<file path="src/rtl/gpio_pkg.sv">
package gpio_pkg;
  typedef enum logic [1:0] {
    OP_READ  = 2'd0,
    OP_WRITE = 2'd1,
    OP_BITOP = 2'd2,
    OP_IDLE  = 2'd3
  } gp_op_e;

  localparam logic ADDR_DATA = 1'b0;
  localparam logic ADDR_DIR  = 1'b1;
endpackage

</file>
<file path="src/rtl/gpio_sync.sv">
module gpio_sync #(
  parameter int W      = 8,
  parameter int STAGES = 2
) (
  input  logic         clk,
  input  logic         rst,
  input  logic [W-1:0] d,
  output logic [W-1:0] q
);
  logic [W-1:0] chain [STAGES];

  for (genvar s = 0; s < STAGES; s++) begin : g_stage
    if (s == 0) begin : g_first
      always_ff @(posedge clk) begin
        if (rst) chain[s] <= '0;
        else     chain[s] <= d;
      end
    end else begin : g_next
      always_ff @(posedge clk) begin
        if (rst) chain[s] <= '0;
        else     chain[s] <= chain[s-1];
      end
    end
  end

  assign q = chain[STAGES-1];
endmodule

</file>
<file path="src/rtl/gpio_regs.sv">
module gpio_regs #(
  parameter int W    = 8,
  parameter int IDXW = $clog2(W)
) (
  input  logic            clk,
  input  logic            rst,
  input  logic            data_wr,
  input  logic            dir_wr,
  input  logic            bit_wr,
  input  logic [IDXW-1:0] bit_idx,
  input  logic            bit_val,
  input  logic [W-1:0]    wdata,
  output logic [W-1:0]    latch,
  output logic [W-1:0]    dir
);
  logic [W-1:0] bit_mask;
  logic [W-1:0] latch_nxt;

  always_comb begin
    bit_mask = '0;
    bit_mask[bit_idx] = 1'b1;
    latch_nxt = latch;
    if (data_wr)
      latch_nxt = wdata;
    else if (bit_wr)
      latch_nxt = bit_val ? (latch | bit_mask) : (latch & ~bit_mask);
  end

  always_ff @(posedge clk) begin
    if (rst) begin
      latch <= '0;
      dir   <= '0;
    end else begin
      latch <= latch_nxt;
      if (dir_wr) dir <= wdata;
    end
  end

  // a bit access leaves every other latch bit untouched
  a_r3_other_bits_hold: assert property (@(posedge clk) disable iff (rst)
    bit_wr |=> (((latch ^ $past(latch)) & ~$past(bit_mask)) == '0));

  // the indexed bit takes the requested value
  a_r3_indexed_bit: assert property (@(posedge clk) disable iff (rst)
    bit_wr |=> (latch[$past(bit_idx)] == $past(bit_val)));

  // the direction register is only changed by a full write
  a_r4_dir_only_by_write: assert property (@(posedge clk) disable iff (rst)
    !dir_wr |=> $stable(dir));
endmodule

</file>
<file path="src/rtl/gpio_pad.sv">
module gpio_pad #(
  parameter int W = 8
) (
  input  logic         clk,
  input  logic         rst,
  input  logic [W-1:0] latch,
  input  logic [W-1:0] dir,
  input  logic [W-1:0] ovr_en,
  input  logic [W-1:0] ovr_val,
  input  logic [W-1:0] pin_sync,
  output logic [W-1:0] pin_out,
  output logic [W-1:0] pin_oe,
  output logic [W-1:0] irq_in,
  output logic [W-1:0] periph_in
);
  logic [W-1:0] out_nxt;
  logic [W-1:0] oe_nxt;
  logic [W-1:0] in_mode;

  for (genvar i = 0; i < W; i++) begin : g_bit
    always_comb begin
      oe_nxt[i]  = ovr_en[i] | dir[i];
      out_nxt[i] = ovr_en[i] ? ovr_val[i] : latch[i];
      in_mode[i] = ~ovr_en[i] & ~dir[i];
    end
  end

  always_ff @(posedge clk) begin
    if (rst) begin
      pin_out   <= '0;
      pin_oe    <= '0;
      irq_in    <= '0;
      periph_in <= '0;
    end else begin
      pin_out   <= out_nxt;
      pin_oe    <= oe_nxt;
      irq_in    <= pin_sync & in_mode;
      periph_in <= pin_sync & in_mode;
    end
  end

  // a plain output bit shows the latch value
  a_r1_latch_drives: assert property (@(posedge clk) disable iff (rst)
    !$past(rst) |-> (((pin_out ^ $past(latch)) & $past(dir & ~ovr_en)) == '0));

  // an overridden bit drives the peripheral value
  a_r5_override_wins: assert property (@(posedge clk) disable iff (rst)
    !$past(rst) |-> (((pin_oe & $past(ovr_en)) == $past(ovr_en)) &&
                     (((pin_out ^ $past(ovr_val)) & $past(ovr_en)) == '0)));

  // a driving pin never feeds the input consumers
  a_r6_no_input_on_driver: assert property (@(posedge clk) disable iff (rst)
    ((irq_in | periph_in) & pin_oe) == '0);
endmodule

</file>
<file path="src/rtl/gpio_port.sv">
module gpio_port #(
  parameter int W           = 8,
  parameter int SYNC_STAGES = 2,
  parameter int IDXW        = $clog2(W)
) (
  input  logic            clk,
  input  logic            rst,
  input  logic            bus_valid,
  input  logic [1:0]      bus_op,
  input  logic            bus_addr,
  input  logic [W-1:0]    bus_wdata,
  input  logic [IDXW-1:0] bus_bit_idx,
  input  logic            bus_bit_set,
  output logic [W-1:0]    bus_rdata,
  input  logic [W-1:0]    pin_in,
  output logic [W-1:0]    pin_out,
  output logic [W-1:0]    pin_oe,
  input  logic [W-1:0]    periph_oe,
  input  logic [W-1:0]    periph_out,
  output logic [W-1:0]    irq_in,
  output logic [W-1:0]    periph_in
);
  import gpio_pkg::*;

  gp_op_e       op;
  logic         rd_data, rd_dir, wr_data, wr_dir, bit_data;
  logic [W-1:0] latch, dir, pin_sync, rd_mux;

  always_comb begin
    op       = gp_op_e'(bus_op);
    rd_data  = bus_valid && op == OP_READ  && bus_addr == ADDR_DATA;
    rd_dir   = bus_valid && op == OP_READ  && bus_addr == ADDR_DIR;
    wr_data  = bus_valid && op == OP_WRITE && bus_addr == ADDR_DATA;
    wr_dir   = bus_valid && op == OP_WRITE && bus_addr == ADDR_DIR;
    bit_data = bus_valid && op == OP_BITOP && bus_addr == ADDR_DATA;
    rd_mux   = (latch & dir) | (pin_sync & ~dir);
  end

  gpio_sync #(.W(W), .STAGES(SYNC_STAGES)) u_sync (
    .clk (clk), .rst (rst), .d (pin_in), .q (pin_sync)
  );

  gpio_regs #(.W(W), .IDXW(IDXW)) u_regs (
    .clk (clk), .rst (rst), .data_wr (wr_data), .dir_wr (wr_dir),
    .bit_wr (bit_data), .bit_idx (bus_bit_idx), .bit_val (bus_bit_set),
    .wdata (bus_wdata), .latch (latch), .dir (dir)
  );

  gpio_pad #(.W(W)) u_pad (
    .clk (clk), .rst (rst), .latch (latch), .dir (dir),
    .ovr_en (periph_oe), .ovr_val (periph_out), .pin_sync (pin_sync),
    .pin_out (pin_out), .pin_oe (pin_oe), .irq_in (irq_in),
    .periph_in (periph_in)
  );

  always_ff @(posedge clk) begin
    if (rst)          bus_rdata <= '0;
    else if (rd_data) bus_rdata <= rd_mux;
    else if (rd_dir)  bus_rdata <= '0;
  end

  // the direction address reads back as zero
  a_r4_dir_reads_zero: assert property (@(posedge clk) disable iff (rst)
    rd_dir |=> (bus_rdata == '0));

  // reset leaves every output quiet
  a_r7_reset_quiet: assert property (@(posedge clk)
    rst |=> (pin_oe == '0 && pin_out == '0 && irq_in == '0 && bus_rdata == '0));
endmodule

</file>
<file path="config.mk">
export PLATFORM = sky130hd
export DESIGN_NAME = gpio_port
export DESIGN_NICKNAME = d
export VERILOG_FILES = /design/src/rtl/gpio_pkg.sv /design/src/rtl/gpio_sync.sv /design/src/rtl/gpio_regs.sv /design/src/rtl/gpio_pad.sv /design/src/rtl/gpio_port.sv
export SDC_FILE = /design/constraint.sdc
export NUM_CORES = 1
export LEC_CHECK = 0
export BUFFER_PORTS_ARGS = -buffer_cell sky130_fd_sc_hd__clkbuf_2
export CORE_AREA = 2 2 71 86
export DETAILED_ROUTE_END_ITERATION = 7
export DIE_AREA = 0 0 73 88
export PLACE_DENSITY = 0.71
export SLEW_MARGIN = 10
export SYNTH_ARGS = -nofsm -noshare
export SYNTH_HDL_FRONTEND = slang
export SYNTH_SLANG_ARGS = --single-unit
</file>
<file path="constraint.sdc">
create_clock -name clk -period 1.59 [get_ports clk]
set_clock_uncertainty 0.15 [all_clocks]
set_input_delay 0.2385 -clock clk [delete_from_list [all_inputs] [get_ports clk]]
set_output_delay 0.2385 -clock clk [all_outputs]
set_load 0.02 [all_outputs]
</file>
==> impl_metrics.tcl, run 1 <==
set metrics [dict create \
    grt_pass1_wl_microns 8220 \
    p_sw_uw 773 \
    antenna_found_initial 0 \
    worst_ep_arrival_time_ns 1.48 \
    synthCells 250 \
    wirelength_microns 5090 \
    route.detailed.drc 0 \
    max_freq_mhz 734 \
    power.share.clock_pct 40.5 \
    holdWs_ns 0.0237 \
    whs_path_depth 3 \
    cts.htree.levels 3 \
    power_density_mw_per_mm2 1030 \
    syn-mean-instance-area_sq_um 9.54 \
    ir_worst_vdd_v 0.000775 \
    cp-start-kind "input pin" \
    place.port_buffers 81 \
    rr_endpoint "bus_rdata[0]" \
    hold_path_end "u_pad.pin_out[2]" \
    cts-resized-gates 0 \
    timing.final.crit_share_pct 85.6 \
    multi_input_area_sq_um 961 \
    drive_gt1_share_pct 28.8 \
    crit_buf_inv 1 \
    netlist.top_cell.by_area "dfxtp_1" \
    core_sq_mm 0.00559 \
    cp_top_family "simple AND/OR/NAND/NOR gates" \
    detailedRoute.firstIterationViolations 79 \
    finalSetupViolCount 0 \
    async_flop_share_pct 0 \
    period_needed_ns 1.36 \
    post_synth_instance_area_sq_mm 0.00239 \
    root_buffer "clkbuf_8" \
    finalHoldViolations 0 \
    grt.total_usage_pct 16.9 \
    ys_top_cells_by_area "dfxtp_1 (54%), mux2i_1 (6.7%), nor2_1 (4.6%)" \
    hold_start "periph_out[2]" \
    drv_cap 0 \
    clk_pin_slew_ns 0.07 \
    synth-seq-area-share_pct 53.7 \
    rows 30 \
    slew_viol_final 0 \
    synthesis.nets 292 \
    cp_data_required_time_ns 1.71 \
    cts_tree "done" \
    path_cells "clkbuf_2 > or3b_1 > or3_1 > a21oi_1" \
    dieArea_sq_mm 0.00642 \
    pwr-share-comb_pct 10.1 \
    cts_buffers 9 \
    clk_path_buf_depth 2 \
    cp-end-kind "flop" \
    pwr-share-seq_pct 49.4 \
    detail-route-antenna-nets 0 \
    yosys_warnings 0 \
    ys_ff_latch 64 \
    num_io_pins 82 \
    start_util_pct 42.7 \
    p_sw_share_pct 22.7 \
    p_leak_uw 0.00142 \
    relSlewSlack_pct 68.8 \
    seq_area_sq_mm 0.00128 \
    worst-path-max-fanout 16 \
    die_h_microns 88 \
    slowest_delay_ns 0.56 \
    synth_cell_type_count 31 \
    postCtsSetupBuffers 0 \
    vias 2048 \
    synthFlopType "dfxtp_1" \
    insertedDiodeCount 0 \
    grt.overflow.total 0 \
    wire_per_inst_microns 12.0 \
    outcome "completed" \
    reg2reg_depth 3 \
    crit_type "input pin to flop" \
    first_pass_iters 4 \
    synth_top_area_share_pct 53.7 \
    syn_to_final_growth_pct 39.2 \
    tightest_slew_ns 0.461 \
    power.internal_uw 2640 \
    clk_latency_ns 0.34 \
    via_per_inst 4.82 \
    grt_max_degree 65 \
    r2r_start "u_regs.dir[0]" \
    fill_cells 515 \
    place_hpwl_microns 3400 \
    clock-sinks 64 \
    layout.nets 398 \
    rsz0062_at_grt "false" \
    gp_congestion 0.758 \
    ff2ff_setup_slack_ns 0.41 \
    crit_slowest_cell "or3b_1" \
    die_w_microns 73 \
    hold_class "input pin to flop" \
    grt_pass1_vias 1887 \
    synth_edf_count 0 \
    final_util_pct 59.4 \
]
## layer usage
layer  up-vias  GRT usage (%)  wire length [microns]
met5         -              0                      0
met4         0           8.08                    100
met3         9           5.98                    257
met2        52           25.4                   2400
met1       923           21.5                   2330
li1       1064              -                      -
## power by group through the flow
stage	Clock [uW]	Sequential, uW	Combinational (uW)
after global routing	1490	1690	382
after global placement	0	1720	283
final	1380	1690	346
after CTS	1430	1680	347
after detailed placement	0	1720	286
after floorplan	0	1750	135
## how the worst max path moves through the flow
stage / from / slack [ns] / depth (start not counted) / to
floorplan: bus_op[1] / 0.06 / 5 / bus_rdata[5]
global placement: bus_valid / -0.06 / 4 / bus_rdata[7]
detailed placement: bus_op[0] / -0.12 / 4 / bus_rdata[4]
CTS: bus_valid / 0.24 / 4 / bus_rdata[4]
global route: bus_valid / 0.14 / 4 / bus_rdata[0]
finish: bus_valid / 0.23 / 4 / bus_rdata[3]
## cells in the final DEF, fill, tap and decap left out, types with 2 or more instances in the layout
cell type,Yosys,routed
nor2b_1,16,16
nand4bb_1,2,2
buf_4,8,7
inv_1,3,3
clkbuf_2,0,81
clkbuf_1,15,2
o21bai_1,5,5
o21ai_0,2,2
o31a_1,3,3
nand2b_1,2,2
dfxtp_1,64,64
or3_1,9,9
mux2i_1,16,16
a21oi_1,16,16
a31oi_1,5,5
o41ai_1,2,2
nand4_1,3,3
clkbuf_8,0,11
o31ai_1,3,3
a211oi_1,3,3
dlygate4sd3_1,0,31
nand2_1,26,26
nor4b_1,8,8
clkinv_2,0,2
nor2_1,29,29
## synthesized netlist by cell type, drive strengths merged, types with 3 or more instances
cell type / number
dfxtp: 64
nor2: 29
nand2: 26
a21oi: 16
mux2i: 16
nor2b: 16
clkbuf: 15
buf: 10
or3: 9
nor4b: 8
a31oi: 5
o21bai: 5
a211oi: 3
inv: 3
nand4: 3
o31a: 3
o31ai: 3
## worst register-to-register path: stages (launching register included)
cell     delay (ns)
dfxtp_1        0.39
mux2i_1        0.12
or3_1          0.32
a21oi_1        0.14
## per-stage QoR
step	total power, uW	std cells	setup slack (ns)	area [sq um]	setup TNS [ns]
2_1_floorplan	1890	250	0.0556	2390	0
5_1_grt	3570	425	0.144	3320	0
3_5_place_dp	2010	378	-0.115	2810	-0.853
3_3_place_gp	2000	378	-0.0645	2810	-0.501
4_1_cts	3460	425	0.242	3320	0
6_report	3410	425	0.228	3320	0
## cell type report
type	instances	share of cell area [%]
sequential	64	38.6
multi-input combinational	158	28.9
timing repair buffer	120	23.7
clock buffer	13	4.79
tap	64	2.41
clock inverter	3	1.21
inverter	3	0.339
## kinds of logic after synthesis
family / after synthesis / share of synthesized area (%)
and+or+nand+nor: 102 / 22.8
DFF: 64 / 53.7
AOI/OAI and AO/OA: 40 / 10.8
buffers and inverters: 28 / 6.03
muxes: 16 / 6.71
## repair_timing
action                                  CTS  global route
hold buffers                             31             0
endpoints found under the setup margin    0             0
endpoints found under the hold margin    37             0
(Power assumes the default switching activity.)
==> run 2, diff against run 1 <==
- GPL_TIMING_DRIVEN: not set -> 0
==> run 2 against run 1 <==
Effect of this change:
- critical endpoint is now bus_rdata[6]
- first-iteration DRC count decreased by 3.8%
- utilization grew 1.1 points
- design area rose by 1.8%
- routed wire length rose by 13%
- die area unchanged
- register-to-register slack worse by 0.04 ns
- critical path type unchanged
- hold slack got worse by 0.017 ns
- largest cell class unchanged
==> impl_metrics.tcl, run 2 (synthesized netlist as in run 1, its figures left out) <==
set metrics [dict create \
    detailedRoute.firstIterationViolations 76 \
    vias 2143 \
    ir_worst_vdd_v 0.000604 \
    die_h_microns 88 \
    rsz0062_at_grt "false" \
    final_util_pct 60.4 \
    whs_path_depth 3 \
    clock-sinks 64 \
    slowest_delay_ns 0.36 \
    timing.final.crit_share_pct 87.0 \
    layout.nets 412 \
    cp-start-kind "input pin" \
    rr_endpoint "bus_rdata[2]" \
    power_density_mw_per_mm2 1020 \
    gp_congestion 0.848 \
    final_common_cell "clkbuf_2" \
    antenna_found_initial 0 \
    tightest_slew_ns 0.648 \
    finalSetupViolCount 0 \
    power.total_uw 3460 \
    clk_path_buf_depth 2 \
    final_cells 439 \
    via_per_inst 4.88 \
    worst-path-max-fanout 10 \
    p_leak_uw 0.00143 \
    crit_slowest_cell "or3b_1" \
    hold_start "periph_out[2]" \
    cp_data_required_time_ns 1.71 \
    hold_path_end "u_pad.pin_out[2]" \
    cp-end-kind "flop" \
    slew_viol_final 0 \
    mostFrequentLayoutCells "clkbuf_2 (78), dfxtp_1 (64), dlygate4sd3_1 (31)" \
    grt_max_degree 12 \
    detail-route-antenna-nets 0 \
    wire_per_inst_microns 13.0 \
    syn_to_final_growth_pct 41.6 \
    worst_ep_arrival_time_ns 1.50 \
    relSlewSlack_pct 56.8 \
    dieArea_sq_mm 0.00642 \
    root_buffer "clkbuf_8" \
    rows 30 \
    r2r_start "u_regs.dir[2]" \
    place.port_buffers 78 \
    cp_top_family "simple AND/OR/NAND/NOR gates" \
    start_util_pct 42.7 \
    route.detailed.drc 0 \
    max_freq_mhz 723 \
    place_ws_ns -0.267 \
    postCtsSetupBuffers 0 \
    setup_ws_ns 0.206 \
    grt.overflow.total 0 \
    die_w_microns 73 \
    grt.total_usage_pct 18.8 \
    drv_cap 0 \
    crit_buf_inv 3 \
    cts_tree "done" \
    drive_gt1_share_pct 28.3 \
    finalHoldViolations 0 \
    period_needed_ns 1.38 \
    cts_buffers 9 \
    insertedDiodeCount 0 \
    place_hpwl_microns 4070 \
    first_pass_iters 4 \
    reg2reg_depth 3 \
    crit_type "input pin to flop" \
    clk_latency_ns 0.34 \
    outcome "completed" \
    num_io_pins 82 \
    clk_pin_slew_ns 0.07 \
    dp.cells 392 \
    core_sq_mm 0.00559 \
    path_cells "clkbuf_2 > or3b_1 > buf_2 > buf_6 > or3_1 > a21oi_1" \
    grt_pass1_vias 2010 \
    wirelength_microns 5730 \
    ff2ff_setup_slack_ns 0.37 \
    grt_pass1_wl_microns 9090 \
    cts.htree.levels 3 \
    hold_class "input pin to flop" \
    holdWs_ns 0.00635 \
]
[run 2: stage by stage]
stage | cell area [sq um] | setup TNS [ns]
6_report | 3380 | 0
4_1_cts | 3370 | 0
3_3_place_gp | 2860 | -0.852
3_5_place_dp | 2860 | -1.15
2_1_floorplan | 2390 | 0
5_1_grt | 3380 | 0
[run 2: worst max-delay path by stage]
| stage | endpoint | cells after the start | slack [ns] | from |
|---|---|---|---|---|
| 6_report | bus_rdata[6] | 6 | 0.21 | bus_op[1] |
| 5_1_grt | flop | 5 | 0.15 | bus_addr |
| 4_1_cts | flop | 5 | 0.09 | bus_addr |
| 3_5_place_dp | flop | 5 | -0.27 | bus_addr |
| 3_3_place_gp | flop | 5 | -0.21 | bus_addr |
| 2_1_floorplan | bus_rdata[5] | 5 | 0.06 | bus_op[1] |
[run 2: final cells by class]
class | count | area, sq um
Fill cell | 486 | 2210
Buffer | 25 | 133
Clock buffer | 11 | 151
Inverter | 3 | 11.3
Tap cell | 64 | 80.1
Timing Repair Buffer | 109 | 701
Multi-Input combinational cell | 158 | 967
Clock inverter | 5 | 55.1
Sequential cell | 64 | 1280
[run 2: power by group]
part | switching [uW] | total [uW] | internal (uW)
Sequential | 25.1 | 1690 | 1660
Clock | 614 | 1420 | 803
Combinational | 184 | 356 | 172
Total | 823 | 3460 | 2640
[run 2: what timing repair did]
item	in CTS	in global routing
hold buffers	31	0
endpoints found under the setup margin	0	3
resized for setup	0	1
hold endpoints to repair	33	0
[run 2: worst min-delay path, stage by stage]
cell      delay, ns
clkbuf_2       0.08
mux2i_1        0.06
nor2_1         0.08
[run 2: per-layer routing]
metal	routed length [microns]	track usage, %	share of wire, %	vias to the layer above
met2	2760	30.0	48	60
met1	2570	23.3	45	971
met5	0	0	0	-
met4	131	9.26	2.3	0
li1	-	-	-	1099
met3	261	5.18	4.6	13
==> run 3, diff against run 2 <==
==> constraint.sdc (replaced) <==
create_clock -name clk -period 1.59 [get_ports clk]
set_clock_uncertainty 0.15 [all_clocks]
set_input_delay 0.0795 -clock clk [delete_from_list [all_inputs] [get_ports clk]]
set_output_delay 0.0795 -clock clk [all_outputs]
set_load 0.02 [all_outputs]
==> run 3 against run 2 <==
Effect of this change:
- non-clock buffer count increased by 2
- routed wire length increased by 0.24%
- combinational power about the same
- register-to-register slack about the same
- first-iteration DRC count decreased by 11%
- global-route usage about the same
- sequential power about the same
- utilization increased by 0.25 points
- clock power about the same
- worst setup slack got worse by 0.017 ns
==> impl_metrics.tcl, run 3 (synthesized netlist as in run 1, its figures left out) <==
set metrics [dict create \
    reg2reg_depth 3 \
    clk_latency_ns 0.34 \
    finalHoldViolations 0 \
    place.port_buffers 78 \
    clk_path_buf_depth 2 \
    p_leak_uw 0.00144 \
    rsz0062_at_grt "false" \
    start_util_pct 42.7 \
    finalSetupViolCount 0 \
    final_common_cell "clkbuf_2" \
    power_density_mw_per_mm2 1020 \
    dieArea_sq_mm 0.00642 \
    worst_ep_arrival_time_ns 1.52 \
    place_hpwl_microns 4070 \
    antenna_found_initial 0 \
    outcome "completed" \
    timing.final.crit_share_pct 88.1 \
    detail-route-antenna-nets 0 \
    gp_congestion 0.848 \
    layout.nets 414 \
    cts_buffers 9 \
    grt.overflow.total 0 \
    power.total_uw 3460 \
    period_needed_ns 1.40 \
    final_cells 441 \
    detailedRoute.firstIterationViolations 68 \
    tightest_slew_ns 0.821 \
    postCtsSetupBuffers 0 \
    die_h_microns 88 \
    rows 30 \
    route.detailed.drc 0 \
    dp.cells 392 \
    worst-path-max-fanout 5 \
    crit_type "input pin to flop" \
    cts_tree "done" \
    holdWs_ns 0.0139 \
    mostFrequentLayoutCells "clkbuf_2 (78), dfxtp_1 (64), dlygate4sd3_1 (33)" \
    hold_class "input pin to flop" \
    clk_pin_slew_ns 0.07 \
    wirelength_microns 5740 \
    grt.total_usage_pct 18.8 \
    whs_path_depth 4 \
    max_freq_mhz 714 \
    cts.htree.levels 3 \
    syn_to_final_growth_pct 42.2 \
    relSlewSlack_pct 44.5 \
    grt_pass1_vias 2014 \
    cp_data_required_time_ns 1.71 \
    drive_gt1_share_pct 27.9 \
    wire_per_inst_microns 13.0 \
    grt_max_degree 12 \
    via_per_inst 4.89 \
    root_buffer "clkbuf_8" \
    drv_cap 0 \
    slew_viol_final 0 \
    cp-start-kind "input pin" \
    cp-end-kind "flop" \
    vias 2158 \
    dpl_cell_area_sq_mm 0.00286 \
    core_sq_mm 0.00559 \
    fin_area_sq_mm 0.00339 \
    num_io_pins 82 \
    first_pass_iters 4 \
    fin_tns_setup_ns 0 \
    insertedDiodeCount 0 \
    clock-sinks 64 \
    ir_worst_vdd_v 0.000604 \
    die_w_microns 73 \
    grt_pass1_wl_microns 9070 \
]
[run 3: changes by cell type in the layout (fill, tap and decap cells not counted), sizes merged]
cell / delta
dlygate4sd3: +2
[run 3: stage by stage]
stage / util (%) / setup slack, ns
finish: 60.7 / 0.189
global route: 60.7 / 0.112
CTS: 60.7 / 0.202
detailed placement: 51.1 / -0.108
global placement: 51.1 / -0.0470
floorplan: - / 0.215
[run 3: layout make-up]
type / instances / area [sq um]
fillers: 491 / 2200
flip-flops and latches: 64 / 1280
multi-input cells: 158 / 961
repair buffers: 111 / 721
clock buffers: 11 / 151
plain buffers: 25 / 133
well taps: 64 / 80.1
clock inverters: 5 / 55.1
inverters: 3 / 11.3
[run 3: what timing repair did]
item                      CTS  global route
hold buffers               33             0
gates resized for setup     0             0
hold endpoints to repair   48             0
[run 3: path summary, 6_finish.rpt]
path,slack (ns),end,startpoint
max,0.19,flop,bus_bit_set
max reg2reg,0.38,bus_rdata[2],u_regs.dir[2]
min reg2reg,0.29,u_sync.chain[1][0],u_sync.chain[0][0]
min,0.01,flop,bus_bit_idx[2]
[run 3: worst max-delay path, stage by stage]
cell and delay [ns]:
dlygate4sd3_1 0.52, clkbuf_2 0.16, inv_1 0.08, or4_1 0.49, a31oi_1 0.18
[run 3: layer usage]
metal / vias up / global-route usage [%] / part of all wire (%)
li1: 1103 / - / -
met1: 986 / 23.0 / 45
met2: 56 / 30.0 / 48
met3: 13 / 5.41 / 4.6
met4: 0 / 9.26 / 2.3
met5: - / 0 / 0
[run 3: power by group]
| part | internal, uW | switching, uW |
|---|---|---|
| registers | 1660 | 25.0 |
| clock network | 803 | 612 |
| logic | 174 | 184 |
